**src/rtl/lin_hdr_pkg.sv**
```systemverilog
package lin_hdr_pkg;

    typedef enum logic [1:0] {
        BG_IDLE,
        BG_ARM,
        BG_BRK,
        BG_DLM
    } brk_st_e;

endpackage

```
**src/rtl/lin_brk_gen.sv**
```systemverilog
module lin_brk_gen
    import lin_hdr_pkg::*;
#(
    parameter int BRK_BASE = 13,
    parameter int DLM_BASE = 1,
    parameter int LEN_W    = 2
) (
    input  logic             clk,
    input  logic             rst_n,
    input  logic             tick_i,
    input  logic             abort_i,
    input  logic             start_i,
    input  logic [LEN_W-1:0] brk_len_i,
    input  logic [LEN_W-1:0] dlm_len_i,
    output logic             line_low_o,
    output logic             active_o,
    output logic             release_o
);
    localparam int CNT_W = $clog2(BRK_BASE + (1 << LEN_W) + 1);

    typedef struct packed {
        brk_st_e    st;
        logic [CNT_W-1:0] cnt;
        logic [CNT_W-1:0] brk_lim;
        logic [CNT_W-1:0] dlm_lim;
    } bg_t;

    bg_t q, d;

    // Last delimiter tick: the line is handed over to the byte serializer
    logic dlm_last;
    assign dlm_last = (q.st == BG_DLM) && tick_i && (q.cnt == q.dlm_lim - CNT_W'(1));

    always_comb begin
        d = q;
        if (abort_i) begin
            d.st  = BG_IDLE;
            d.cnt = '0;
        end else begin
            unique case (q.st)
                BG_IDLE: if (start_i) begin
                    d.st      = BG_ARM;
                    d.cnt     = '0;
                    d.brk_lim = CNT_W'(BRK_BASE) + CNT_W'(brk_len_i);
                    d.dlm_lim = CNT_W'(DLM_BASE) + CNT_W'(dlm_len_i);
                end
                BG_ARM: if (tick_i) begin
                    d.st  = BG_BRK;
                    d.cnt = '0;
                end
                BG_BRK: if (tick_i) begin
                    if (q.cnt == q.brk_lim - CNT_W'(1)) begin
                        d.st  = BG_DLM;
                        d.cnt = '0;
                    end else begin
                        d.cnt = q.cnt + CNT_W'(1);
                    end
                end
                BG_DLM: if (tick_i) begin
                    if (dlm_last) begin
                        d.st  = BG_IDLE;
                        d.cnt = '0;
                    end else begin
                        d.cnt = q.cnt + CNT_W'(1);
                    end
                end
                default: d.st = BG_IDLE;
            endcase
        end
    end

    always_ff @(posedge clk or negedge rst_n) begin
        if (!rst_n) begin
            q <= '{st: BG_IDLE, cnt: '0, brk_lim: '0, dlm_lim: '0};
        end else begin
            q <= d;
        end
    end

    assign line_low_o = (q.st == BG_BRK);
    assign active_o   = (q.st != BG_IDLE);
    assign release_o  = (q.st == BG_IDLE) || dlm_last;

    // low phase never counts past its latched length
    p_brk_bound_r1: assert property (@(posedge clk) disable iff (!rst_n)
        (q.st == BG_BRK) |-> (q.cnt < q.brk_lim));

    // without a tick an active break neither advances nor restarts
    p_brk_hold_r4: assert property (@(posedge clk) disable iff (!rst_n)
        (q.st != BG_IDLE && !tick_i && !abort_i) |=> ($stable(q.cnt) && $stable(q.brk_lim)));

endmodule

```
**src/rtl/lin_byte_ser.sv**
```systemverilog
module lin_byte_ser #(
    parameter int DATA_W = 8
) (
    input  logic              clk,
    input  logic              rst_n,
    input  logic              tick_i,
    input  logic              abort_i,
    input  logic              load_i,
    input  logic [DATA_W-1:0] data_i,
    output logic              txd_o,
    output logic              busy_o,
    output logic              can_load_o
);
    localparam int FRAME_W = DATA_W + 2;
    localparam int CNT_W   = $clog2(FRAME_W + 1);

    typedef struct packed {
        logic [FRAME_W-1:0] sr;
        logic [CNT_W-1:0]   cnt;
    } ser_t;

    ser_t q, d;

    always_comb begin
        d = q;
        if (abort_i) begin
            d.sr  = '1;
            d.cnt = '0;
        end else if (load_i) begin
            d.sr  = {1'b1, data_i, 1'b0};
            d.cnt = CNT_W'(FRAME_W);
        end else if (tick_i && q.cnt != '0) begin
            d.sr  = {1'b1, q.sr[FRAME_W-1:1]};
            d.cnt = q.cnt - CNT_W'(1);
        end
    end

    always_ff @(posedge clk or negedge rst_n) begin
        if (!rst_n) begin
            q <= '{sr: '1, cnt: '0};
        end else begin
            q <= d;
        end
    end

    assign busy_o     = (q.cnt != '0);
    assign txd_o      = busy_o ? q.sr[0] : 1'b1;
    assign can_load_o = (q.cnt <= CNT_W'(1));

    // a load always opens with a start bit
    p_start_bit_r10: assert property (@(posedge clk) disable iff (!rst_n)
        (load_i && !abort_i) |=> (!txd_o && busy_o));

    // frame counter stays within one frame
    p_frame_len_r10: assert property (@(posedge clk) disable iff (!rst_n)
        q.cnt <= CNT_W'(FRAME_W));

endmodule

```
**src/rtl/lin_hdr_tx.sv**
```systemverilog
module lin_hdr_tx
    import lin_hdr_pkg::*;
#(
    parameter int DATA_W   = 8,
    parameter int LEN_W    = 2,
    parameter int BRK_BASE = 13,
    parameter int DLM_BASE = 1
) (
    input  logic              clk,
    input  logic              rst_n,
    input  logic              bit_tick,
    input  logic              tx_en,
    input  logic              slave_mode,
    input  logic              rx_en,
    input  logic              tie,
    input  logic              tbie,
    input  logic [LEN_W-1:0]  brk_len,
    input  logic [LEN_W-1:0]  dlm_len,
    input  logic              brk_req,
    input  logic              data_we,
    input  logic [DATA_W-1:0] data_in,
    output logic              txd,
    output logic              rx_capture_en,
    output logic              tdr_empty,
    output logic              bus_idle,
    output logic              tx_irq,
    output logic              idle_irq,
    output logic [3:0]        stat_rd
);
    typedef struct packed {
        logic [DATA_W-1:0] data;
        logic              full;
    } hold_t;

    hold_t q, d;

    logic abort, ser_load, brk_start;
    logic brk_low, brk_active, brk_release;
    logic ser_txd, ser_busy, ser_can_load;

    assign abort     = !tx_en;
    assign ser_load  = bit_tick && tx_en && q.full && ser_can_load && brk_release;
    assign brk_start = brk_req && !slave_mode && tx_en && !brk_active
                       && !ser_busy && !ser_load;

    always_comb begin
        d = q;
        if (abort) begin
            d.full = 1'b0;
        end else begin
            if (ser_load) d.full = 1'b0;
            if (data_we) begin
                d.data = data_in;
                d.full = 1'b1;
            end
        end
    end

    always_ff @(posedge clk or negedge rst_n) begin
        if (!rst_n) begin
            q <= '{data: '0, full: 1'b0};
        end else begin
            q <= d;
        end
    end

    lin_brk_gen #(
        .BRK_BASE (BRK_BASE),
        .DLM_BASE (DLM_BASE),
        .LEN_W    (LEN_W)
    ) u_brk (
        .clk        (clk),
        .rst_n      (rst_n),
        .tick_i     (bit_tick),
        .abort_i    (abort),
        .start_i    (brk_start),
        .brk_len_i  (brk_len),
        .dlm_len_i  (dlm_len),
        .line_low_o (brk_low),
        .active_o   (brk_active),
        .release_o  (brk_release)
    );

    lin_byte_ser #(
        .DATA_W (DATA_W)
    ) u_ser (
        .clk        (clk),
        .rst_n      (rst_n),
        .tick_i     (bit_tick),
        .abort_i    (abort),
        .load_i     (ser_load),
        .data_i     (q.data),
        .txd_o      (ser_txd),
        .busy_o     (ser_busy),
        .can_load_o (ser_can_load)
    );

    assign txd           = brk_low ? 1'b0 : ser_txd;
    assign rx_capture_en = rx_en && !brk_active;
    assign tdr_empty     = !q.full;
    assign bus_idle      = !q.full && !ser_busy && !brk_active;
    assign tx_irq        = tie && tdr_empty;
    assign idle_irq      = tbie && bus_idle;
    assign stat_rd       = {brk_active, bus_idle, tdr_empty, 1'b0};

    // disabling transmit leaves a released line and an empty holding register
    p_abort_r7: assert property (@(posedge clk) disable iff (!rst_n)
        !tx_en |=> (txd && tdr_empty && !brk_active));

    // in slave role an idle break generator stays idle
    p_slave_ign_r2: assert property (@(posedge clk) disable iff (!rst_n)
        (slave_mode && !brk_active) |=> !brk_active);

    // a low line not caused by a frame means capture is blocked
    p_rx_block_r5: assert property (@(posedge clk) disable iff (!rst_n)
        (!txd && !ser_busy) |-> !rx_capture_en);

    // a frame never starts while the break still owns the line
    p_load_after_brk_r6: assert property (@(posedge clk) disable iff (!rst_n)
        $rose(ser_busy) |-> !brk_active);

endmodule

```
**config.mk**
```make
export PLATFORM = sky130hd
export DESIGN_NAME = lin_hdr_tx
export DESIGN_NICKNAME = d
export VERILOG_FILES = /design/src/rtl/lin_hdr_pkg.sv /design/src/rtl/lin_brk_gen.sv /design/src/rtl/lin_byte_ser.sv /design/src/rtl/lin_hdr_tx.sv
export SDC_FILE = /design/constraint.sdc
export NUM_CORES = 1
export LEC_CHECK = 0
export ABC_AREA = 1
export BUFFER_PORTS_ARGS = -buffer_cell sky130_fd_sc_hd__buf_2
export CAP_MARGIN = 20
export CORE_ASPECT_RATIO = 1.4
export CORE_MARGIN = 5
export CORE_UTILIZATION = 55
export DETAILED_ROUTE_END_ITERATION = 12
export PLACE_DENSITY = 0.77
export SLEW_MARGIN = 15
export SYNTH_ARGS = -nofsm -noshare
export SYNTH_HDL_FRONTEND = slang
export SYNTH_HIERARCHICAL = 1
export SYNTH_SLANG_ARGS = --single-unit
```
**constraint.sdc**
```tcl
create_clock -name clk -period 4.5 [get_ports clk]
set_input_delay 0.225 -clock clk [delete_from_list [all_inputs] [get_ports clk]]
set_output_delay 0.225 -clock clk [all_outputs]
set_load 0.05 [all_outputs]
```
==> results.toml <==
[power_and_ir_drop]
power.ir.vdd_worst_v = 0.000486
cellLeakagePower_nw = 1.33
power_density_nw_per_um2 = 546

[min_path]
hp-class = "in -> async"

[synthesis]
synthCells = 290
ys_top_cells_by_area = "dfrtp_1 (30%), nand2_1 (12%), dfstp_2 (11%)"
synth-main-ff-cell = "dfrtp_1"
synth.most_common_cell = "nand2_1"
ys_warn_count = 6
synth-async-reset-ratio_pct = 100
syn_area_per_cell_sq_um = 7.70
synth-edff-count = 0
synth_largest_area_cell = "dfrtp_1"
synth.top_cells.by_count = "nand2_1 (70), inv_1 (41), dfrtp_1 (27)"
syn-num-nets = 326
yosys.area.top_type_share_pct = 30.3
seq_area_frac_synth_pct = 40.9
synth_seq_cells = 36
syn_area_sq_um = 2230
synth_cell_types = 29

[die]
io-pin-count = 32
die_w_um = 63.8
placementRows = 27
die_area_sq_um = 5450
chipHeight_um = 85.4
initial_core_util_pct = 57.0
core_area_sq_um = 3920

[worst_setup_path]
critPathSlowestCell = "nor2_1"
path_class = "reg -> reg"
cp_max_fo = 18
crit_required_ns = 4.68
critPathMostFrequentCell = "inv_1"
path_cells = "inv_1, ha_1, ha_1, inv_1, nand2_2, nand3_2, nor2_2, nand3_2, nand2_1, nand3_1, nor2_1, nor2_1, nor3_1, a21o_1, inv_1, nand3_1, nand2_1"
crit_buf_inv = 3
slowest_delay_ns = 0.66
startpoint_type = "register"
critical-path-top-delay-family = "simple AND/OR/NAND/NOR gates"
endpoint_kind = "register"
critPathArrivalTime_ns = 3.21

[cells_and_area]
syn2layout_area_growth_pct = 10.0
final_cells = 360
diodes = 0
multi_input_area_sq_um = 1070
n_fill_cell = 365
fin_area_sq_um = 2460
drive_above_1_share_pct = 19.9
utilization_pct = 62.7
seqCellArea_sq_um = 912
fin_nets = 352

[global_routing]
track_usage_pct = 17.4
gr-total-overflow = 0
grt_antenna_before_repair = 0
grt_pass1_vias = 1707
grt_max_degree = 37
grt_pass1_wl_mm = 7.48

[timing]
drv_slew = 0
fmax_mhz = 330
rsz0062_at_grt = "no"
tns_ns = 0
setup_viol = 0
min_period_ns = 3.03
final.setup_skew_ns = 0.00858
hold_viol = 0
period_share_pct = 67.3
hold-worst-slack_ns = 0.00218
slew_headroom_pct = 42.6
max_slew.worst_pin.slew_ns = 0.858

[drt]
via_per_inst = 5.00
dr.pass1.iters = 4
vias = 1800
wl_per_cell_um = 12.1
ant_nets = 0
drtIter0Drc = 119
drt-total-wl_mm = 4.37
drc = 0

[cts]
cts_root_buf = "clkbuf_8"
cts_tree = "built"
cts_hold_buf = 0
cts.reportedPaths.clkPinSlew_ns = 0.07
insertion_delay_ns = 0.29
cts_inserted_buffers = 5
ctsResizeCount = 0
clkSinkCount = 36
cts_max_level = 2
clockBufferDepth = 2
post_cts_buffers = 0

[placement]
gp_congestion = 0.802
portBuffers = 30
placed_cell_area_sq_um = 2350
placedCellCount = 352
dp.final_hpwl_mm = 3.39

[outcome]
status = "completed"

[job]
drv_cap = 0
-- worst paths after layout --
path,to,slack [ns],depth (start not counted),start
max,u_brk/q[15]$_DFFE_PN0P_,1.47,17,u_brk/q[0]$_DFFE_PN0P_
min,u_brk/q[9]$_DFFE_PN0P_,0.002,1,rst_n
max reg2reg,u_brk/q[15]$_DFFE_PN0P_,1.47,17,u_brk/q[0]$_DFFE_PN0P_
min reg2reg,q[5]$_DFFE_PN0P_,0.47,2,q[5]$_DFFE_PN0P_
max in group asynchronous,u_brk/q[16]$_DFFE_PN0P_,4.01,1,rst_n
min in group clk,u_brk/q[5]$_DFFE_PN0P_,0.15,2,brk_len[0]
-- cells in the final DEF, fill, tap and decap left out, types with 2 or more instances in the layout --
master	Yosys	routed
nand2_1	70	70
inv_1	41	41
buf_2	1	30
dfrtp_1	27	27
nor2_1	24	24
nand3_1	23	23
o21ai_0	23	23
ha_1	14	14
o21ai_1	10	10
dfstp_2	9	9
nand2_2	7	7
clkbuf_8	0	5
xor2_1	4	4
a21oi_1	4	4
nor3_1	3	3
nand2_4	3	3
o22ai_1	3	3
nand3_2	2	2
nor2_2	2	2
xnor2_1	2	2
o21a_1	2	2
-- routing by layer --
metal / vias to the layer above / GRT usage, % / wire [um]
met3: 4 / 4.37 / 162
met5: - / 0 / 0
met2: 29 / 31.7 / 2390
li1: 959 / - / -
met4: 0 / 7.37 / 53
met1: 808 / 18.5 / 1760
-- kinds of logic after synthesis --
logic type,synth area share [%]
XOR/XNOR,2.35
flip-flops,40.9
adder cells (fa/ha/maj),7.85
other,0.168
AO/OA/AOI/OAI,10.5
AND/OR/NAND/NOR,26.8
buffers and inverters,11.4
-- metrics by stage --
step                      worst slack, ns  total power, W
after floorplan                      2.02        0.000970
after global placement               1.55         0.00106
after detailed placement             1.48         0.00107
after CTS                            1.46         0.00135
after global routing                 1.06         0.00146
final                                1.47         0.00134
-- flip-flops by register name, summed over array words and instances, names as in the netlist --
register	cells
u_brk/q	14
u_ser/q	13
q	9
-- area by class of cell --
type	instances	area share, %
clock buffer	6	2.95
clock inverter	2	1.43
inverter	43	6.78
multi-input combinational	200	43.4
sequential	36	37.1
tap	43	2.19
timing repair buffer	30	6.11
-- worst reg2reg max path: stages (launching register included) --
cell and delay, ns:
dfrtp_1 0.38, inv_1 0.07, ha_1 0.19, ha_1 0.29
inv_1 0.05, nand2_2 0.06, nand3_2 0.06, nor2_2 0.12
nand3_2 0.10, nand2_1 0.07, nand3_1 0.09, nor2_1 0.66
nor2_1 0.15, nor3_1 0.22, a21o_1 0.15, inv_1 0.12
nand3_1 0.10, nand2_1 0.05
-- report_power, final --
group / internal, W / switching, W / total, W
logic: 0.000200 / 0.000386 / 0.000586
clock network: 0.000164 / 0.000112 / 0.000276
registers: 0.000431 / 0.0000474 / 0.000478
total: 0.000795 / 0.000546 / 0.00134
Note: power is estimated with default switching activity, not from simulation.
